$ cat src/rtl/kb_pkg.sv
package kb_pkg;
  localparam int NREG      = 19;
  localparam int N_GUARDED = 12;
  localparam int OFS_W     = 12;

  // Byte offset of word k; the order of k is the order on the image bus.
  function automatic logic [OFS_W-1:0] reg_offset(input int idx);
    if (idx < 8) return OFS_W'(idx * 4);
    case (idx)
      8:       return 12'h228;
      9:       return 12'h22C;
      10:      return 12'h024;
      11:      return 12'h03C;
      12:      return 12'h020;
      18:      return 12'h054;
      default: return OFS_W'(32'h28 + (idx - 13) * 4);
    endcase
  endfunction

  // Words with index below N_GUARDED need the key.
  function automatic logic [NREG-1:0] guard_mask();
    logic [NREG-1:0] m;
    m = '0;
    for (int i = 0; i < NREG; i++) m[i] = (i < N_GUARDED);
    return m;
  endfunction
endpackage

$ cat src/rtl/kb_decode.sv
module kb_decode
  import kb_pkg::*;
#(
  parameter int AW = 12,
  parameter logic [AW-1:0] LOCK_OFS = 'h07C
) (
  input  logic [AW-1:0]   addr,
  output logic [NREG-1:0] hit,
  output logic            lock_hit,
  output logic            guarded_hit
);
  localparam logic [NREG-1:0] GMASK = guard_mask();

  for (genvar g = 0; g < NREG; g++) begin : g_match
    assign hit[g] = (addr == AW'(reg_offset(g)));
  end

  assign lock_hit    = (addr == LOCK_OFS);
  assign guarded_hit = |(hit & GMASK);
endmodule

$ cat src/rtl/kb_gate.sv
module kb_gate #(
  parameter int DW = 32,
  parameter logic [DW-1:0] KEY = 'hAA
) (
  input  logic          clk,
  input  logic          rst_n,
  input  logic          acc,
  input  logic          wr,
  input  logic          lock_hit,
  input  logic          guarded_hit,
  input  logic [DW-1:0] wdata,
  output logic          unlocked,
  output logic          err
);
  logic key_val, ev_key, ev_violation, ev_clear;

  assign key_val      = (wdata == KEY);
  assign ev_key       = acc && wr && lock_hit && key_val;
  assign ev_violation = acc && wr && !unlocked && (guarded_hit || (lock_hit && !key_val));
  assign ev_clear     = acc && wr && unlocked && lock_hit && !key_val;

  always_ff @(posedge clk or negedge rst_n) begin
    if (!rst_n) begin
      unlocked <= 1'b0;
      err      <= 1'b0;
    end else begin
      if (acc) unlocked <= ev_key;
      if (ev_violation)  err <= 1'b1;
      else if (ev_clear) err <= 1'b0;
    end
  end

  a_r3_key_opens: assert property (@(posedge clk) disable iff (!rst_n)
    ev_key |=> unlocked);
  a_r5_access_closes: assert property (@(posedge clk) disable iff (!rst_n)
    (acc && !ev_key) |=> !unlocked);
  a_r10_idle_keeps: assert property (@(posedge clk) disable iff (!rst_n)
    !acc |=> $stable(unlocked));
  a_r6_violation_sets: assert property (@(posedge clk) disable iff (!rst_n)
    ev_violation |=> err);
  a_r7_only_clear_drops: assert property (@(posedge clk) disable iff (!rst_n)
    (err && !ev_clear) |=> err);
  a_r7_clear_works: assert property (@(posedge clk) disable iff (!rst_n)
    ev_clear |=> (!err && !unlocked));
endmodule

$ cat src/rtl/kb_store.sv
module kb_store
  import kb_pkg::*;
#(
  parameter int DW = 32
) (
  input  logic               clk,
  input  logic               rst_n,
  input  logic [NREG-1:0]    we,
  input  logic [DW-1:0]      wdata,
  output logic [NREG*DW-1:0] image
);
  logic [DW-1:0] q [NREG];

  for (genvar g = 0; g < NREG; g++) begin : g_word
    always_ff @(posedge clk or negedge rst_n) begin
      if (!rst_n)     q[g] <= '0;
      else if (we[g]) q[g] <= wdata;
    end

    a_r4_hold_without_strobe: assert property (@(posedge clk) disable iff (!rst_n)
      !we[g] |=> $stable(q[g]));
  end

  always_comb begin
    for (int k = 0; k < NREG; k++) image[k*DW +: DW] = q[k];
  end
endmodule

$ cat src/rtl/keyed_regbank.sv
module keyed_regbank
  import kb_pkg::*;
#(
  parameter int AW = 12,
  parameter int DW = 32,
  parameter logic [DW-1:0] KEY = 'hAA,
  parameter logic [AW-1:0] LOCK_OFS = 'h07C
) (
  input  logic               clk,
  input  logic               rst_n,
  input  logic               acc_valid,
  input  logic               acc_write,
  input  logic [AW-1:0]      acc_addr,
  input  logic [DW-1:0]      acc_wdata,
  output logic               rd_valid,
  output logic [DW-1:0]      rd_data,
  output logic [NREG*DW-1:0] reg_image
);
  localparam logic [NREG-1:0] GMASK = guard_mask();

  logic [NREG-1:0] hit, we;
  logic            lock_hit, guarded_hit, unlocked, err;
  logic            rd_req, guarded_drop;
  logic [DW-1:0]   rd_mux;

  kb_decode #(.AW(AW), .LOCK_OFS(LOCK_OFS)) u_dec (
    .addr(acc_addr), .hit(hit), .lock_hit(lock_hit), .guarded_hit(guarded_hit)
  );

  kb_gate #(.DW(DW), .KEY(KEY)) u_gate (
    .clk(clk), .rst_n(rst_n), .acc(acc_valid), .wr(acc_write),
    .lock_hit(lock_hit), .guarded_hit(guarded_hit), .wdata(acc_wdata),
    .unlocked(unlocked), .err(err)
  );

  for (genvar g = 0; g < NREG; g++) begin : g_we
    assign we[g] = acc_valid && acc_write && hit[g] && (!GMASK[g] || unlocked);
  end

  kb_store #(.DW(DW)) u_store (
    .clk(clk), .rst_n(rst_n), .we(we), .wdata(acc_wdata), .image(reg_image)
  );

  assign rd_req       = acc_valid && !acc_write;
  assign guarded_drop = acc_valid && acc_write && guarded_hit && !unlocked;

  always_comb begin
    rd_mux = '0;
    if (lock_hit) rd_mux = {{(DW-2){1'b0}}, err, unlocked};
    for (int k = 0; k < NREG; k++)
      if (hit[k]) rd_mux = reg_image[k*DW +: DW];
  end

  always_ff @(posedge clk or negedge rst_n) begin
    if (!rst_n) begin
      rd_valid <= 1'b0;
      rd_data  <= '0;
    end else begin
      rd_valid <= rd_req;
      if (rd_req) rd_data <= rd_mux;
    end
  end

  a_r8_single_target: assert property (@(posedge clk) disable iff (!rst_n)
    $onehot0({hit, lock_hit}));
  a_r8_read_answers: assert property (@(posedge clk) disable iff (!rst_n)
    rd_req |=> rd_valid);
  a_r8_no_spurious_valid: assert property (@(posedge clk) disable iff (!rst_n)
    !rd_req |=> !rd_valid);
  a_r6_drop_keeps_image: assert property (@(posedge clk) disable iff (!rst_n)
    guarded_drop |=> $stable(reg_image));
  a_r6_drop_flags: assert property (@(posedge clk) disable iff (!rst_n)
    guarded_drop |=> err);
endmodule

$ cat config.mk
export PLATFORM = sky130hd
export DESIGN_NAME = keyed_regbank
export DESIGN_NICKNAME = d
export VERILOG_FILES = /design/src/rtl/kb_pkg.sv /design/src/rtl/kb_decode.sv /design/src/rtl/kb_gate.sv /design/src/rtl/kb_store.sv /design/src/rtl/keyed_regbank.sv
export SDC_FILE = /design/constraint.sdc
export NUM_CORES = 1
export LEC_CHECK = 0
export ABC_AREA = 1
export BUFFER_PORTS_ARGS = -buffer_cell sky130_fd_sc_hd__clkbuf_2
export CAP_MARGIN = 20
export CORE_ASPECT_RATIO = 0.8
export CORE_MARGIN = 2
export CORE_UTILIZATION = 45
export CTS_BUF_LIST = sky130_fd_sc_hd__clkbuf_2
export DETAILED_ROUTE_END_ITERATION = 10
export MAX_ROUTING_LAYER = met4
export PLACE_DENSITY_LB_ADDON = 0.2
export SYNTH_ARGS = -nofsm -noshare
export SYNTH_HDL_FRONTEND = slang
export SYNTH_HIERARCHICAL = 1
export SYNTH_SLANG_ARGS = --single-unit
$ cat constraint.sdc
create_clock -name clk -period 2.5 [get_ports clk]
set_input_delay 0.25 -clock clk [delete_from_list [all_inputs] [get_ports clk]]
set_output_delay 0.25 -clock clk [all_outputs]
set_load 0.01 [all_outputs]
==> flow_summary.toml <==
[outcome]
failed_checks = "negative hold slack"
status = "finished with violations"

[floorplan]
rows = 89
die_h_um = 247
fp.dieW_um = 308
die_area_mm2 = 0.0761
core_area_mm2 = 0.0735
ios = 689
start_util_pct = 45.3

[placement]
dp_hpwl_um = 108000
gp_congestion = 1.00
io_buffers = 688
dp_slack_ps = -1230

[setup_path]
crit_path_start_kind = "primary input"
worstPathRequired_ps = 3860
critPathCaptureType = "flip-flop"
path_max_fanout = 11
worstSetupPathType = "in -> reg"
r2r_setup_slack_ps = 110
worstPathArrival_ps = 3800

[finish]
multiInputGateArea_mm2 = 0.0148
final_cell_mix = "nand2_1 (2131), clkbuf_2 (929), dfrtp_1 (632)"
fin_util_pct = 56.9
fillCellCount = 7011
drive_gt1_share_pct = 34.1
seq_area_mm2 = 0.0161
final_common_cell = "nand2_1"
syn_to_final_growth_pct = 25.6
finalNetCount = 5343

[routing]
antenna_left = 0
dr.pass1.iters = 6
first_iter_violations = 3649
post-route-drc-count = 0
viasPerCell = 5.35
num_vias = 34100
drt-total-wl_um = 149000
wl_per_cell_um = 23.3

[global_route]
grt_usage_pct = 39.3
grt_overflow = 0
grt_pass1_wl_um = 213000
grt_antenna_before_repair = 5
grt_pass1_vias = 31800
grt_max_degree = 96

[power]
irDropWorstVdd_mv = 0.378
p_leak_nw = 24.9
p_per_area_mw_per_mm2 = 459

[synthesis]
ys.flop_type = "dfrtp_1"
ys_warn_count = 6
synth_cell_types = 36
syn_nets = 4383
synth-seq-cells = 643
synth_edf_count = 0
syn_inst = 4335
ys_seq_area_share_pct = 48.4
synth_area_per_cell_um2 = 7.67
async_flop_share_pct = 100
synth_area_mm2 = 0.0333

[cts]
clk_root_buffer_cell = "clkbuf_2"
clock_sinks = 643
cts_tree = "yes"
cts_made_buffers = 169
htreeDepth = 4
clk_latency_ps = 1490
clk_pin_slew_ps = 110
clk_path_buf_depth = 3

[timing]
fin_ws_ps = 55.0
post-route-period-util_pct = 97.8
hold_viol = 5
period_needed_ps = 2440
worst_clock_skew_ps = 130
fmax_mhz = 409
drv_slew = 0
rsz0062_at_grt = "yes"
slew_headroom_pct = 32.1
setup_viol = 0
hold_ws_ps = -21.8
worstMarginPinSlew_ps = 1020

[job]
max_cap_viol_count = 0

[worst_hold_path]
min_path_type = "in -> reg"
==> registers in the layout, summed over array words and instances (netlist names) <==
name and flops:
u_store/image 608, u_gate/err 1, rd_valid 1, rd_data 32, u_gate/unlocked 1
==> Yosys cell counts, types with 2 or more instances <==
cell	number	area, µm²
buf_2	30	150
dfrtp_1	643	16100
o21ai_1	58	290
or2_1	6	37.5
nand2_1	2142	8040
inv_4	11	68.8
buf_6	96	1080
buf_8	2	30.0
dlygate4sd1_1	3	26.3
nand3_1	335	1680
inv_8	6	67.6
nand2_4	2	22.5
buf_1	4	15.0
nand2_2	193	1210
nor4_2	2	25.0
buf_12	16	320
buf_4	106	796
clkbuf_2	3	15.0
clkinv_1	8	30.0
o211ai_1	2	15.0
inv_6	2	17.5
a21oi_1	126	631
nor2_2	5	31.3
inv_2	8	30.0
clkbuf_1	44	165
nor2_1	234	878
clkbuf_8	9	124
inv_1	63	236
dlymetal6s2s_1	2	25.0
nor3_1	11	55.1
dlygate4sd3_1	8	80.1
or2_2	151	945
==> stage by stage <==
stage	power [W]	setup TNS, ps	area, µm²	instances	hold slack (ps)
finish	0.0192	0	41800	6376	-21.8
global placement	0.0114	-28440	38100	5954	208
global route	0.0199	-255	41800	6376	27.4
CTS	0.0192	-7.81	40900	6355	0.692
detailed placement	0.0114	-28790	38100	5954	208
floorplan	0.0109	0	33300	4335	-45.6
==> final timing paths <==
path                                       to               from  cells after the start
min in group asynchronous          rd_data[0]              rst_n                      5
max in group asynchronous  u_store/image[363]              rst_n                      7
setup reg to reg                  rd_data[13]  u_store/image[13]                     21
hold reg to reg                   rd_data[13]        rd_data[13]                      2
setup / recovery           u_store/image[573]        acc_addr[8]                     16
hold / removal             u_store/image[263]       acc_addr[11]                     12
==> worst max-delay path: stages <==
cell and delay (ps):
clkbuf_2 80, dlygate4sd3_1 540, nor2_1 140, nand2_2 150, nor2_2 200, buf_4 130
dlygate4sd3_1 540, inv_1 60, buf_4 140, nor2_4 80, dlygate4sd3_1 660, inv_1 100
nor2_4 280, buf_4 280, nand2_1 80, nand2_1 90
==> logic make-up after synthesis <==
kind of cell,Yosys count,share of synthesized area [%]
simple gates,3084,38.9
flops,643,48.4
buf+inv,421,9.85
compound gates,187,2.83
==> per-layer routing <==
| metal | wire [µm] | GRT usage [%] | part of all wire [%] | vias up |
|---|---|---|---|---|
| met5 | 0 | - | 0 | - |
| met4 | 8340 | 20.3 | 5.6 | 0 |
| met3 | 16100 | 9.43 | 11 | 440 |
| met2 | 65700 | 57.4 | 44 | 2127 |
| met1 | 58700 | 50.8 | 39 | 16200 |
| li1 | - | - | - | 15400 |
==> power breakdown <==
| group | leakage (nW) | total, W | internal, W | switching, W |
|---|---|---|---|---|
| combinational | 14.8 | 0.000966 | 0.000259 | 0.000708 |
| clock | 1.18 | 0.00781 | 0.00310 | 0.00471 |
| sequential | 8.97 | 0.0104 | 0.0104 | 0.0000131 |
==> cell type report <==
| type | count | area share (%) |
|---|---|---|
| diodes | 6 | 0.0359 |
| clock buffers | 254 | 3.04 |
| clock inverters | 37 | 0.638 |
| inverters | 98 | 1.11 |
| multi-input cells | 3271 | 35.4 |
| flip-flops and latches | 643 | 38.5 |
| well taps | 955 | 2.86 |
| repair buffers | 1112 | 18.4 |
==> timing repair <==
action | 4_1_cts | 5_1_grt
gates resized for setup | 35 | 172
setup buffers | 20 | 20
setup endpoints to repair | 40 | 104
cloned | 0 | 2
pin swaps | 0 | 34
hold buffers | 104 | 1
endpoints found under the hold margin | 1286 | 64
Power figures use the tool's default switching activity.
